===== src/rtl/sfr_pkg.sv =====
package sfr_pkg;
   // Output coding select; the encoding is visible on the in_fmt port.
   typedef enum logic [1:0] {
      FMT_OBIN_INV = 2'b00,
      FMT_OBIN     = 2'b01,
      FMT_TC_INV   = 2'b10,
      FMT_TC       = 2'b11
   } sfr_fmt_e;
endpackage


===== src/rtl/sfr_join.sv =====
module sfr_join #(
   parameter int PROT_W = 11,
   parameter int RAW_W  = 3,
   localparam int WORD_W = PROT_W + RAW_W
) (
   input  logic [PROT_W-1:0] prot,
   input  logic [RAW_W-1:0]  raw,
   output logic [WORD_W-1:0] word
);
   // Protected field on top, raw field below
   assign word = {prot, raw};
endmodule


===== src/rtl/sfr_shift.sv =====
module sfr_shift #(
   parameter int WORD_W    = 14,
   parameter int SF_W      = 3,
   parameter int OUT_W     = 16,
   parameter bit LOG_SHIFT = 1'b1,
   localparam int MAX_SHIFT = (1 << SF_W) - 1,
   localparam int ACC_W     = WORD_W + MAX_SHIFT
) (
   input  logic [WORD_W-1:0] word,
   input  logic [SF_W-1:0]   amount,
   output logic [OUT_W-1:0]  res
);
   logic signed [ACC_W-1:0] acc_in;
   logic signed [ACC_W-1:0] acc_out;

   assign acc_in = {word, {MAX_SHIFT{1'b0}}};

   generate
      if (LOG_SHIFT) begin : g_stages
         logic signed [ACC_W-1:0] st [0:SF_W];
         assign st[0] = acc_in;
         for (genvar k = 0; k < SF_W; k++) begin : g_stage
            assign st[k+1] = amount[k] ? (st[k] >>> (1 << k)) : st[k];
         end
         assign acc_out = st[SF_W];
      end else begin : g_flat
         assign acc_out = acc_in >>> amount;
      end
   endgenerate

   assign res = acc_out[ACC_W-1 -: OUT_W];

   // The sign of the sample always follows the sign of the word
   always_comb begin
      p_sign_r6: assert (res[OUT_W-1] == word[WORD_W-1])
         else $error("sign fill broken");
   end
endmodule


===== src/rtl/sfr_code.sv =====
module sfr_code
   import sfr_pkg::*;
#(
   parameter int W = 16
) (
   input  logic [W-1:0] tc,
   input  logic [1:0]   fmt,
   output logic [W-1:0] code
);
   always_comb begin
      unique case (sfr_fmt_e'(fmt))
         FMT_TC:       code = tc;
         FMT_TC_INV:   code = ~tc;
         FMT_OBIN:     code = {~tc[W-1], tc[W-2:0]};
         default:      code = {tc[W-1], ~tc[W-2:0]};
      endcase
   end

   // Offset binary keeps magnitude bits and flips only the top bit
   always_comb begin
      if (fmt == FMT_OBIN) begin
         p_offset_r9: assert ((code ^ tc) == {1'b1, {(W-1){1'b0}}})
            else $error("offset binary coding broken");
      end
   end
endmodule


===== src/rtl/sfr_recon.sv =====
module sfr_recon #(
   parameter int PROT_W    = 11,
   parameter int RAW_W     = 3,
   parameter int SF_W      = 3,
   parameter int OUT_W     = 16,
   parameter bit LOG_SHIFT = 1'b1
) (
   input  logic              clk,
   input  logic              rst_n,
   input  logic              in_valid,
   input  logic [PROT_W-1:0] in_prot,
   input  logic [RAW_W-1:0]  in_raw,
   input  logic [SF_W-1:0]   in_scale,
   input  logic [1:0]        in_fmt,
   output logic              out_valid,
   output logic [OUT_W-1:0]  out_sample
);
   localparam int WORD_W    = PROT_W + RAW_W;
   localparam int MAX_SHIFT = (1 << SF_W) - 1;

   generate
      if (PROT_W < 1 || RAW_W < 0 || SF_W < 1) begin : g_bad_field
         $error("field widths out of range");
      end
      if (OUT_W < WORD_W) begin : g_bad_narrow
         $error("sample narrower than working word");
      end
      if (OUT_W > WORD_W + MAX_SHIFT) begin : g_bad_wide
         $error("sample wider than shifted word");
      end
   endgenerate

   logic [WORD_W-1:0] word;
   logic [SF_W-1:0]   amount;
   logic [OUT_W-1:0]  tc_sample;
   logic [OUT_W-1:0]  coded;

   sfr_join #(.PROT_W(PROT_W), .RAW_W(RAW_W)) u_join (
      .prot(in_prot), .raw(in_raw), .word(word)
   );

   // Largest scale factor means no shift
   assign amount = ~in_scale;

   sfr_shift #(.WORD_W(WORD_W), .SF_W(SF_W), .OUT_W(OUT_W),
               .LOG_SHIFT(LOG_SHIFT)) u_shift (
      .word(word), .amount(amount), .res(tc_sample)
   );

   sfr_code #(.W(OUT_W)) u_code (
      .tc(tc_sample), .fmt(in_fmt), .code(coded)
   );

   always_ff @(posedge clk or negedge rst_n) begin
      if (!rst_n) begin
         out_valid  <= 1'b0;
         out_sample <= '0;
      end else begin
         out_valid <= in_valid;
         if (in_valid) out_sample <= coded;
      end
   end

   p_latency_r2: assert property (@(posedge clk) disable iff (!rst_n)
      $past(rst_n) |-> (out_valid == $past(in_valid)))
      else $error("strobe latency broken");

   p_hold_r11: assert property (@(posedge clk) disable iff (!rst_n)
      ($past(rst_n) && !$past(in_valid)) |-> $stable(out_sample))
      else $error("sample changed without strobe");

   generate
      if (OUT_W > WORD_W) begin : g_low_chk
         p_lowzero_r4: assert property (@(posedge clk) disable iff (!rst_n)
            ($past(rst_n) && out_valid && ($past(in_scale) == {SF_W{1'b1}})
             && ($past(in_fmt) == 2'b11))
            |-> (out_sample[OUT_W-WORD_W-1:0] == '0))
            else $error("unshifted sample has nonzero low bits");
      end
   endgenerate
endmodule


===== config.mk =====
export PLATFORM = sky130hd
export DESIGN_NAME = sfr_recon
export DESIGN_NICKNAME = d
export VERILOG_FILES = /design/src/rtl/sfr_pkg.sv /design/src/rtl/sfr_join.sv /design/src/rtl/sfr_shift.sv /design/src/rtl/sfr_code.sv /design/src/rtl/sfr_recon.sv
export SDC_FILE = /design/constraint.sdc
export NUM_CORES = 1
export LEC_CHECK = 0
export BUFFER_PORTS_ARGS = -buffer_cell sky130_fd_sc_hd__clkbuf_2
export CORE_MARGIN = 1
export CORE_UTILIZATION = 40
export CTS_CLUSTER_SIZE = 12
export DETAILED_ROUTE_END_ITERATION = 8
export PLACE_DENSITY = 0.65
export RECOVER_POWER = 50
export SYNTH_ARGS = -nofsm -noshare
export SYNTH_HDL_FRONTEND = slang
export SYNTH_SLANG_ARGS = --single-unit

===== constraint.sdc =====
create_clock -name clk -period 1.7 [get_ports clk]
set_clock_uncertainty 0.1 [all_clocks]
set_input_delay 0.255 -clock clk [delete_from_list [all_inputs] [get_ports clk]]
set_output_delay 0.255 -clock clk [all_outputs]
set_load 0.1 [all_outputs]

==> results.toml, run 1 <==
[power]
p_int_mw = 0.7842
ir_drop_mv = 0.2700
power_frac_comb_pct = 54.7
switchingPower_mw = 0.7750
p_leak_nw = 0.7727
swShare_pct = 49.70
clockPowerShare_pct = 13.4
powerDensity_mw_per_mm2 = 932.7
seqPwrFrac_pct = 31.8
power.total_mw = 1.559

[timing]
maxSlewViolCount = 0
fmax_mhz = 619.7
relSlewSlack_pct = 40.75
finalCriticalPeriod_ns = 1.614
setup_viol = 0
rsz0062_at_grt = "no"
worstMarginPinSlew_ns = 0.8887
period_share_pct = 94.93
fin_hold_ws_ns = 0.2106
hold_viol_final = 0

[finish]
area_growth_pct = 24.51
antenna_cells = 0
fin_area_mm2 = 0.001672
drive_above_1_share_pct = 41.36
n_fill_cell = 284
final_nets = 185
fin_util_pct = 53.44

[synthesis]
avgSynthCellArea_um2 = 11.88
synthAdderAreaFrac_pct = 0
synthTopCellsByArea = "dfrtp_1, mux4_2, mux4_1, a221o_1, mux2i_1"
yosysTopAreaCell = "dfrtp_1"
yosys_warnings = 0
syn_nets = 135
synth-seq-cells = 17
ys.flop_type = "dfrtp_1"
synthSimpleGateAreaFrac_pct = 8.295
synth_xor_area_share_pct = 3.262
seq_area_frac_synth_pct = 31.69
synth_compound_gate_area_share_pct = 16.03
synth_area_mm2 = 0.001343
synth_edf_count = 0
synth_cell_types = 28
async_reset_ff_share_pct = 100.0
synth_top_family_by_area = "multiplexers"
muxShareOfSynthArea_pct = 34.76
synthCells = 113
synth_top_cell_area_share_pct = 31.69
synth_most_common_cell = "dfrtp_1"
synth.top_cells.by_count = "dfrtp_1, nor2_1, a221o_1, mux2i_1, mux4_2"

[detailed_routing]
drc = 0
num_vias = 1128
first_pass_iters = 4
wl_mm = 2.915
drtIter0Drc = 42
detail_route.wl_per_cell_um = 14.15
ant_nets = 0
via_per_inst = 5.476

[grt]
antenna_found_initial = 0
grt_pass1_wl_mm = 4.864
gr-total-overflow = 0
grt_max_degree = 18
grt_util_all_layers_pct = 18.26
grt_pass1_vias = 1049

[floorplanning]
ios = 39
core.rowCount = 20
die_h_um = 59.94
start_util_pct = 42.92
die_area_mm2 = 0.003592
core_area_mm2 = 0.003128
die_x_um = 59.94

[clock_tree]
clock_path_buffers = 2
cts.htree.levels = 1
cts.sinks = 17
worstSkewPairLatency_ns = 0.28
cts_buffers = 3
clkTransAtPathRegs_ns = 0.09
root_buffer = "clkbuf_4"
cts_tree = "done"
post-cts-setup-buffers = 0

[place]
portBuffers = 38
dp_hpwl_mm = 2.291
placed_area_mm2 = 0.001635
place_congestion = 0.8383

[run]
drv_cap = 0

[outcome]
status = "finished clean"

[worst_hold_path]
hp-class = "primary input to flop"

[critical_path]
worstSetupStartpointType = "primary input"
cp-end-kind = "flop"
worstPathMaxFanout = 14
arrival_ns = 1.69
cp.required_ns = 1.77
crit_type = "primary input to flop"
==> worst max-delay path, stage by stage <==
cell and delay (ns):
clkbuf_4 0.23, mux4_1 0.62, mux2i_1 0.25, nor2_1 0.08
a221o_1 0.25
==> through the flow <==
| stage | worst slack (ns) | cells | setup TNS [ns] |
|---|---|---|---|
| 4_1_cts | 0.005197 | 206 | 0 |
| 3_3_place_gp | -0.2553 | 201 | -1.881 |
| 2_1_floorplan | 0.02425 | 113 | 0 |
| 3_5_place_dp | -0.3070 | 201 | -2.282 |
| 5_1_grt | 0.02104 | 206 | 0 |
| 6_report | 0.08619 | 206 | 0 |
==> final timing paths <==
| path | to | from | slack (ns) | cells after the start |
|---|---|---|---|---|
| worst max-delay path | out_sample[3]$_DFFE_PN0P_ | in_scale[1] | 0.09 | 5 |
| worst min-delay path | out_valid$_DFF_PN0_ | in_valid | 0.21 | 1 |
| worst max register to register | out_sample[6]$_DFFE_PN0P_ | out_sample[6]$_DFFE_PN0P_ | 0.75 | 1 |
| worst min register to register | out_sample[15]$_DFFE_PN0P_ | out_sample[15]$_DFFE_PN0P_ | 0.42 | 1 |
| max in group asynchronous | out_sample[6]$_DFFE_PN0P_ | rst_n | 0.46 | 2 |
| min in group asynchronous | out_sample[15]$_DFFE_PN0P_ | rst_n | 0.50 | 2 |
==> power groups by stage <==
| stage | Sequential (mW) | Combinational (mW) | Clock (mW) |
|---|---|---|---|
| floorplan | 0.941 | 0.234 | 0 |
| detailed placement | 0.506 | 0.854 | 0 |
| global placement | 0.503 | 0.846 | 0 |
| global route | 0.504 | 0.900 | 0.228 |
| finish | 0.497 | 0.853 | 0.209 |
| CTS | 0.497 | 0.856 | 0.220 |
==> registers in the layout (all words and copies together), names as in the netlist <==
register and cells:
out_sample 16, out_valid 1
==> cell type report <==
cell class	count	area, µm²	area share (%)
Clock buffer	4	26.28	1.572
Inverter	2	7.507	0.4491
Multi-Input combinational cell	84	837.1	50.07
Sequential cell	17	425.4	25.45
Tap cell	44	55.05	3.293
Timing Repair Buffer	55	320.3	19.16
==> cell families after synthesis <==
kind of cell	Yosys count
AND/OR/NAND/NOR	25
buffers and inverters	12
flip-flops	17
multiplexers	27
AO/OA/AOI/OAI	27
XOR/XNOR	5
==> layout by cell type (no fill, tap or decap) <==
| cell type | instances |
|---|---|
| mux2i_1 | 11 |
| xnor2_1 | 5 |
| a211oi_1 | 3 |
| dfrtp_1 | 17 |
| nand3_1 | 2 |
| a21o_1 | 1 |
| clkbuf_4 | 4 |
| inv_1 | 2 |
| dlygate4sd3_1 | 1 |
| buf_4 | 16 |
| clkbuf_2 | 35 |
| nor2_1 | 15 |
| and2_1 | 2 |
| mux4_2 | 9 |
| nand2_1 | 2 |
| o311ai_0 | 1 |
| clkbuf_1 | 3 |
| mux2_2 | 2 |
| nand2b_1 | 2 |
| a31oi_1 | 1 |
| nor2b_1 | 2 |
| a221o_1 | 11 |
| o21ai_0 | 1 |
| a22oi_1 | 1 |
| a21bo_2 | 1 |
| mux4_1 | 5 |
| o31ai_1 | 1 |
| a21oi_1 | 6 |
==> what timing repair did <==
action / in CTS / in global routing
hold endpoints to repair: 17 / 0
hold buffers: 1 / 0
setup endpoints to repair: 0 / 6
resized for setup: 0 / 2
==> per-layer routing <==
layer	wire, µm	global-route usage (%)
met5	0	0
met4	27	8.306
met3	118	1.299
met2	1371	29.21
met1	1398	25.28
Power figures use the tool's default switching activity.
==> inputs of run 2 (changes only) <==
Settings changed: PLACE_DENSITY 0.65 to 0.64, SYNTH_HIERARCHICAL set to 1.
==> run 2 against run 1 <==
Net effect:
- count of clock-buffer cells in the layout decreased by 1
- sequential power rose by 6.6%
- worst setup slack got worse by 0.025 ns
- wire length rose by 12%
- power rose by 25%
- utilization is 3.9 points lower
- clock power up 40%
- first-iteration DRC count shrank 26%
- critical endpoint is now out_sample[7]$_DFFE_PN0P_
- highest routed layer unchanged
==> results.toml, run 2 <==
[timing]
hold_viol_final = 0
fin_setup_tns_ns = 0
finalCriticalPeriod_ns = 1.639
fmax_mhz = 610.1
maxSlewViolCount = 0
setup_viol = 0
relSlewSlack_pct = 38.27
finalWorstSetupSlack_ns = 0.06087
worstMarginPinSlew_ns = 0.9259
period_share_pct = 96.42

[place]
dp_slack_ns = -0.3251
dp_hpwl_mm = 2.660
portBuffers = 38
place_congestion = 0.8407

[critical_path]
worstPathMaxFanout = 10
arrival_ns = 1.68
rr_worst_depth = 1
cp.required_ns = 1.74
worstSetupStartpointType = "primary input"
crit_type = "primary input to flop"
cp_slowest_cell = "mux2_1"
crit_path_max_incr_delay_ns = 0.35
cp-end-kind = "flop"
path_cells = "clkbuf_2 -> inv_2 -> buf_12 -> mux2_1 -> o22ai_1 -> a211oi_1 -> xnor2_1 -> mux2_4"

[clock_tree]
worstSkewPairLatency_ns = 0.25
clock_path_buffers = 2
clkTransAtPathRegs_ns = 0.07
cts.htree.levels = 1
root_buffer = "clkbuf_8"
cts_tree = "done"
cts_buffers = 3
cts.sinks = 17

[finish]
top_register = "out_sample"
final_nets = 208
final_cell_mix = "clkbuf_2, buf_4, dfrtp_1, xnor2_1, mux2_4"
drive_above_1_share_pct = 48.65
largest_registers = "out_sample (16), out_valid (1)"
antenna_cells = 0
fin_util_pct = 49.56
final_common_cell = "clkbuf_2"
largest_reg_flops = 16
area_growth_pct = 18.59

[floorplanning]
core_area_mm2 = 0.003689
core.rowCount = 22
die_h_um = 64.08
die_x_um = 64.08
start_util_pct = 41.79
ios = 39
die_area_mm2 = 0.004106

[power]
p_int_mw = 0.9520
p_leak_nw = 0.8696
switchingPower_mw = 0.9892
power_frac_comb_pct = 57.6
ir_drop_mv = 0.3499
seqPwrFrac_pct = 27.3
clockPowerShare_pct = 15.0
powerDensity_mw_per_mm2 = 1062
power.total_mw = 1.941
swShare_pct = 50.96

[synthesis]
synth_most_common_cell = "dfrtp_1"
ys.flop_type = "dfrtp_1"
synthCells = 144
synth_top_cell_area_share_pct = 27.60
yosys_warnings = 6
yosysTopAreaCell = "dfrtp_1"
synth_area_mm2 = 0.001541
async_reset_ff_share_pct = 100.0
synthTopCellsByArea = "dfrtp_1, mux2_4, xnor2_1, buf_4, mux2i_1"
synth.top_cells.by_count = "dfrtp_1, buf_4, xnor2_1"
avgSynthCellArea_um2 = 10.70
synth-seq-cells = 17
seq_area_frac_synth_pct = 27.60
synth_edf_count = 0
syn_nets = 166
synth_cell_types = 32

[detailed_routing]
ant_nets = 0
drtIter0Drc = 31
wl_mm = 3.264
via_per_inst = 5.043
drc = 0
num_vias = 1175
first_pass_iters = 4
detail_route.wl_per_cell_um = 14.01

[grt]
grt_util_all_layers_pct = 16.45
antenna_found_initial = 0
gr-total-overflow = 0
grt_pass1_wl_mm = 5.216
grt_pass1_vias = 1105
grt_max_degree = 18

[outcome]
status = "finished clean"

[worst_hold_path]
hp-class = "primary input to flop"
hold_depth = 1

[run]
drv_cap = 0
run 2: final timing paths:
| path | from | endpoint | slack (ns) |
|---|---|---|---|
| setup / recovery | in_scale[1] | out_sample[7]$_DFFE_PN0P_ | 0.06 |
| hold / removal | in_valid | out_valid$_DFF_PN0_ | 0.37 |
| setup reg to reg | out_sample[11]$_DFFE_PN0P_ | out_sample[11]$_DFFE_PN0P_ | 0.83 |
| hold reg to reg | out_sample[1]$_DFFE_PN0P_ | out_sample[1]$_DFFE_PN0P_ | 0.41 |
| max in group asynchronous | rst_n | out_sample[5]$_DFFE_PN0P_ | 0.37 |
| min in group asynchronous | rst_n | out_sample[4]$_DFFE_PN0P_ | 0.56 |
run 2: power groups by stage:
stage               combinational [mW]  sequential (mW)  clock (mW)
global route                      1.17            0.543       0.320
detailed placement                1.11            0.541           0
finish                            1.12            0.530       0.292
CTS                               1.11            0.534       0.302
global placement                  1.10            0.533           0
floorplan                        0.354             1.12           0
run 2: cell families (layout without fill, tap and decap cells):
kind of cell	Yosys count	count (layout)	share of synthesized area [%]
buffers and inverters	29	70	14.53
AND/OR/NAND/NOR	21	21	6.738
XOR/XNOR	16	16	10.07
AO/OA/AOI/OAI	26	26	13.23
multiplexers	35	35	27.84
flip-flops	17	17	27.60
run 2: cell type report:
type	instances	area [µm²]
Fill cell	374	1861
Multi-Input combinational cell	98	900.9
Sequential cell	17	425.4
Timing Repair Buffer	60	369.1
Tap cell	48	60.06
Clock buffer	3	41.29
Inverter	6	26.28
Clock inverter	1	5.005
run 2: through the flow:
step                cell area [µm²]  hold WS, ns  cells
floorplan                      1541      -0.1406    144
global placement               1715      0.08973    222
detailed placement             1715       0.1052    222
CTS                            1772       0.3648    227
global route                   1828       0.3642    233
finish                         1828       0.3675    233
run 2: timing repair:
action,CTS,global route
endpoints found under the hold margin,17,0
endpoints found under the setup margin,4,12
resized for setup,1,3
hold buffers,1,0
setup buffers,0,6
run 2: critical path: cells and delay by family:
family / cells / cell delay, ns
muxes: 2 / 0.60
xor gates and xnor gates: 1 / 0.15
buffers and inverters: 3 / 0.37
AOI/OAI and AO/OA: 2 / 0.30
run 2: routing by layer:
metal	GRT usage (%)	up-vias	part of all wire, %
met5	0	-	0
met4	3.977	0	0.74
met3	2.321	2	3.3
met2	29.92	33	51
met1	20.16	556	44
li1	-	584	-
